**config.mk**
```make
export PLATFORM = sky130hd
export DESIGN_NAME = ret_stack
export DESIGN_NICKNAME = d
export VERILOG_FILES = /design/src/rtl/rstk_pkg.sv /design/src/rtl/rstk_ctl.sv /design/src/rtl/rstk_store.sv /design/src/rtl/ret_stack.sv
export SDC_FILE = /design/constraint.sdc
export NUM_CORES = 1
export LEC_CHECK = 0
export CAP_MARGIN = 40
export CORE_MARGIN = 10
export CORE_UTILIZATION = 63
export DETAILED_ROUTE_END_ITERATION = 8
export DONT_BUFFER_PORTS = 1
export PLACE_DENSITY_LB_ADDON = 0.12
export REMOVE_ABC_BUFFERS = 1
export SLEW_MARGIN = 20
export SYNTH_ARGS = -nofsm -noshare
export SYNTH_HDL_FRONTEND = slang
export SYNTH_SLANG_ARGS = --single-unit
```
**constraint.sdc**
```tcl
create_clock -name clk -period 3.65 [get_ports clk]
set_input_delay 0.73 -clock clk [delete_from_list [all_inputs] [get_ports clk]]
set_output_delay 0.73 -clock clk [all_outputs]
set_load 0.02 [all_outputs]
```
**src/rtl/rstk_pkg.sv**
```systemverilog
package rstk_pkg;

    // Operation decoded from {push, pop} each cycle
    typedef enum logic [1:0] {
        OP_HOLD = 2'b00,
        OP_POP  = 2'b01,
        OP_PUSH = 2'b10,
        OP_SWAP = 2'b11
    } rstk_op_e;

endpackage

```
**src/rtl/rstk_ctl.sv**
```systemverilog
module rstk_ctl
    import rstk_pkg::*;
#(
    parameter int PTR_W = 3
) (
    input  logic             clk,
    input  logic             rst_n,
    input  logic             push_i,
    input  logic             pop_i,
    output logic [PTR_W-1:0] ptr_q,
    output logic             wr_en,
    output logic [PTR_W-1:0] wr_idx,
    output logic [PTR_W-1:0] rd_idx
);

    rstk_op_e         op;
    logic [PTR_W-1:0] ptr_d;
    logic [PTR_W-1:0] ptr_up;
    logic [PTR_W-1:0] ptr_dn;

    assign op     = rstk_op_e'({push_i, pop_i});
    assign ptr_up = ptr_q + PTR_W'(1);
    assign ptr_dn = ptr_q - PTR_W'(1);

    // Pointer register: the only state the operations move
    always_ff @(posedge clk or negedge rst_n) begin
        if (!rst_n) ptr_q <= '0;
        else        ptr_q <= ptr_d;
    end

    // Next pointer per operation (ring wraps naturally)
    always_comb begin
        unique case (op)
            OP_HOLD: ptr_d = ptr_q;
            OP_PUSH: ptr_d = ptr_up;
            OP_POP:  ptr_d = ptr_dn;
            OP_SWAP: ptr_d = ptr_q;
            default: ptr_d = ptr_q;
        endcase
    end

    // Storage controls per operation
    always_comb begin
        rd_idx = ptr_dn;
        unique case (op)
            OP_PUSH: begin wr_en = 1'b1; wr_idx = ptr_q;  end
            OP_SWAP: begin wr_en = 1'b1; wr_idx = ptr_dn; end
            OP_HOLD: begin wr_en = 1'b0; wr_idx = ptr_q;  end
            OP_POP:  begin wr_en = 1'b0; wr_idx = ptr_q;  end
            default: begin wr_en = 1'b0; wr_idx = ptr_q;  end
        endcase
    end

endmodule

```
**src/rtl/rstk_store.sv**
```systemverilog
module rstk_store #(
    parameter int WIDTH = 13,
    parameter int DEPTH = 8,
    parameter int AW    = 3
) (
    input  logic             clk,
    input  logic             wr_en,
    input  logic [AW-1:0]    wr_idx,
    input  logic [WIDTH-1:0] wr_data,
    input  logic [AW-1:0]    rd_idx,
    output logic [WIDTH-1:0] rd_data
);

    logic [DEPTH-1:0][WIDTH-1:0] rows;

    // One register per level; entries are not reset
    for (genvar g = 0; g < DEPTH; g++) begin : g_lvl
        logic [WIDTH-1:0] q;
        always_ff @(posedge clk) begin
            if (wr_en && (wr_idx == AW'(g))) q <= wr_data;
        end
        assign rows[g] = q;
    end

    assign rd_data = rows[rd_idx];

endmodule

```
**src/rtl/ret_stack.sv**
```systemverilog
module ret_stack #(
    parameter int ADDR_W = 13,
    parameter int DEPTH  = 8
) (
    input  logic              clk,
    input  logic              rst_n,
    input  logic              push_i,
    input  logic              pop_i,
    input  logic [ADDR_W-1:0] push_addr_i,
    output logic [ADDR_W-1:0] tos_o
);

    // DEPTH must be a power of two for the modulo wrap
    localparam int PTR_W = $clog2(DEPTH);

    logic [PTR_W-1:0] ptr_q;
    logic             wr_en;
    logic [PTR_W-1:0] wr_idx;
    logic [PTR_W-1:0] rd_idx;

    rstk_ctl #(.PTR_W(PTR_W)) u_ctl (
        .clk    (clk),
        .rst_n  (rst_n),
        .push_i (push_i),
        .pop_i  (pop_i),
        .ptr_q  (ptr_q),
        .wr_en  (wr_en),
        .wr_idx (wr_idx),
        .rd_idx (rd_idx)
    );

    rstk_store #(.WIDTH(ADDR_W), .DEPTH(DEPTH), .AW(PTR_W)) u_store (
        .clk     (clk),
        .wr_en   (wr_en),
        .wr_idx  (wr_idx),
        .wr_data (push_addr_i),
        .rd_idx  (rd_idx),
        .rd_data (tos_o)
    );

endmodule

```
==> impl_metrics.py <==
metrics = {
    "job": {
        "cap_violations": 0,
    },
    "route": {
        "post_drt_wl_per_cell_um": 20.9,
        "drt_iter0_markers": 132,
        "dr.pass1.iters": 4,
        "ant_nets": 0,
        "top_layer_used": "met4",
        "wl_met3_um": 508,
        "wl_um": 8280,
        "drc": 0,
        "vias_per_cell": 6.12,
        "vias": 2422,
        "wl_met1_um": 3580,
        "wl_met2_um": 4030,
    },
    "floorplanning": {
        "die_w_um": 105,
        "initial_utilization_pct": 65.5,
        "core_area_um2": 6910,
        "die_y_um": 105,
        "die-area_um2": 11000,
        "io_pins": 30,
        "num_rows": 30,
    },
    "outcome": {
        "status": "finished, final reports clean",
    },
    "critical_path": {
        "reg2reg_from": "u_ctl.ptr_q[1]",
        "start_kind": "register",
        "startpoint": "u_ctl.ptr_q[1]",
        "timing.critical_path.to": "tos_o[3]",
        "reg2reg_to": "u_store.g_lvl[1].q[7]",
        "arrival_ns": 2.26,
        "worst-setup-path-type": "reg2out",
        "cp_max_fo": 18,
        "rrSetupSlack_ns": 1.01,
        "reg2reg_depth": 7,
        "required_ns": 2.92,
        "end_kind": "primary output",
    },
    "clocking": {
        "cts_sinks": 107,
        "h-tree-depth": 3,
        "clk_latency_ns": 0.37,
        "cts-root-buf": "clkbuf_8",
        "cts_buffers": 9,
        "post_cts_resize_count": 0,
        "clk_pin_slew_ns": 0.09,
        "ctsHoldBuffers": 0,
        "post_cts_buffers": 0,
        "clock_path_buffers": 2,
        "cts_tree": "done",
    },
    "final_layout": {
        "drive_gt1_share_pct": 11.3,
        "synthToLayoutAreaGrowth_pct": 7.19,
        "nFillCells": 470,
        "diodes": 0,
        "regArea_um2": 3200,
        "final_nets": 318,
        "multi_input_area_um2": 1210,
    },
    "synth": {
        "ys_seq_area_share_pct": 70.6,
        "ys_types": 27,
        "synth_seq_cells": 107,
        "synth_area_per_cell_um2": 15.7,
        "synth_top_area_share_pct": 69.0,
        "syn_area_um2": 4530,
        "netlist_instances": 288,
        "ys_warn_count": 0,
        "netlist.top_cell.by_area": "edfxtp_1",
        "yosys-top-cells-area": "edfxtp_1 (69%), mux2i_1 (11%), nand3_1 (5.7%)",
    },
    "placement": {
        "dp_slack_ns": 1.04,
        "portBuffers": 0,
        "place.gp.congestion": 0.763,
        "hpwl_um": 5200,
    },
    "global_route": {
        "antenna_found_initial": 0,
        "grt_pass1_vias": 2403,
        "overflow": 0,
        "grt_usage_pct": 15.3,
        "grt_pass1_wl_um": 13000,
        "grt_max_degree": 37,
    },
    "power_and_ir_drop": {
        "p_leak_uw": 0.00170,
        "p_total_uw": 4480,
        "power_density_nw_per_um2": 924,
        "ir_drop_mv": 0.666,
    },
    "sta": {
        "slew_headroom_pct": 52.0,
        "hold_viol": 0,
        "final.min_clock_period_ns": 2.99,
        "setup_slack_ns": 0.665,
        "skew_ns": 0.0126,
        "finalSetupViolCount": 0,
        "rsz0062_at_grt": "false",
        "fmax_mhz": 335,
        "slew_viol_final": 0,
        "period_share_pct": 81.8,
        "tightest_slew_ns": 0.717,
    },
    "worst_hold_path": {
        "hold_class": "in2async",
    },
}
-- cells in the final DEF, fill, tap and decap left out --
cell / n
xor2_1: 1
a221oi_1: 4
ha_2: 1
inv_6: 1
clkinvlp_4: 2
nor4bb_1: 1
clkbuf_8: 9
nor2_1: 12
nand2b_1: 1
nor2b_1: 3
dfrtp_1: 3
xnor2_1: 3
and4_1: 14
a21oi_1: 1
inv_1: 4
nand3_1: 52
ha_1: 5
clkinv_2: 1
mux2_2: 1
buf_4: 13
xor2_2: 1
nand2_1: 2
and4b_1: 2
and2_1: 1
clkinv_4: 1
clkinv_1: 1
xnor2_2: 1
buf_12: 1
edfxtp_1: 104
inv_8: 2
mux2i_1: 52
-- area by class of cell --
class / instances / share of cell area, %
multi-input cells: 158 / 25.0
well taps: 96 / 2.48
flip-flops and latches: 107 / 65.9
clock buffers: 9 / 2.55
clock inverters: 7 / 1.24
repair buffers: 14 / 2.42
inverters: 5 / 0.387
-- critical path, stage by stage, from the launching register on --
cell	delay, ns
dfrtp_1	0.43
inv_1	0.08
ha_2	0.28
xor2_2	0.37
buf_4	0.32
nand3_1	0.10
and4_1	0.30
-- metal layers --
| metal | up-vias | track usage [%] |
|---|---|---|
| li1 | 1122 | - |
| met1 | 1231 | 19.3 |
| met2 | 54 | 24.2 |
| met3 | 15 | 4.05 |
| met4 | 0 | 6.96 |
| met5 | - | 0 |
-- stage by stage --
stage	area, um^2	std cells	util, %	hold WS, ns	TNS [ns]
floorplan	4430	270	-	0.434	-123.01
global placement	4670	380	67.6	0.435	0
detailed placement	4670	380	67.6	0.435	0
CTS	4850	396	70.3	0.0334	0
global route	4850	396	70.3	0.0243	0
finish	4850	396	70.3	0.0508	0
-- registers in the layout, indices dropped and copies added, names as in the netlist --
register / flops
u_ctl.ptr_q: 3
u_store.g_lvl.q: 104
-- worst min-delay path by stage --
stage          start              to  depth (start not counted)
4_1_cts        rst_n  u_ctl.ptr_q[0]                          0
5_1_grt        rst_n  u_ctl.ptr_q[1]                          0
3_5_place_dp   rst_n  u_ctl.ptr_q[0]                          0
2_1_floorplan  rst_n  u_ctl.ptr_q[0]                          0
6_report       rst_n  u_ctl.ptr_q[0]                          0
3_3_place_gp   rst_n  u_ctl.ptr_q[0]                          0
-- power by group --
part	leakage, uW	total, uW	switching, uW	internal, uW
registers	0.000980	1660	71.6	1580
clock network	0.0000897	671	411	260
logic	0.000627	2160	1390	770
total	0.00170	4480	1870	2610
-- synth_stat cells, drive strengths merged --
cell,count
dfrtp,3
nor2b,3
clkbuf,3
a21oi,1
a221oi,4
mux2i,52
and2,1
buf,15
and4,14
clkinv,1
and4b,2
mux2,1
nand3,52
inv,4
nor4bb,1
xnor2,4
nand2b,1
edfxtp,104
xor2,2
nand2,2
ha,6
nor2,12
-- cell families after synthesis --
kind of cell | count (synthesis) | share of synthesized area [%]
flops | 107 | 70.6
xor+xnor | 6 | 1.49
buf+inv | 23 | 2.60
simple gates | 88 | 11.0
fa+ha+maj | 6 | 1.66
compound gates | 5 | 0.884
mux | 53 | 11.7
No activity file was read; power rests on OpenSTA's default activity.
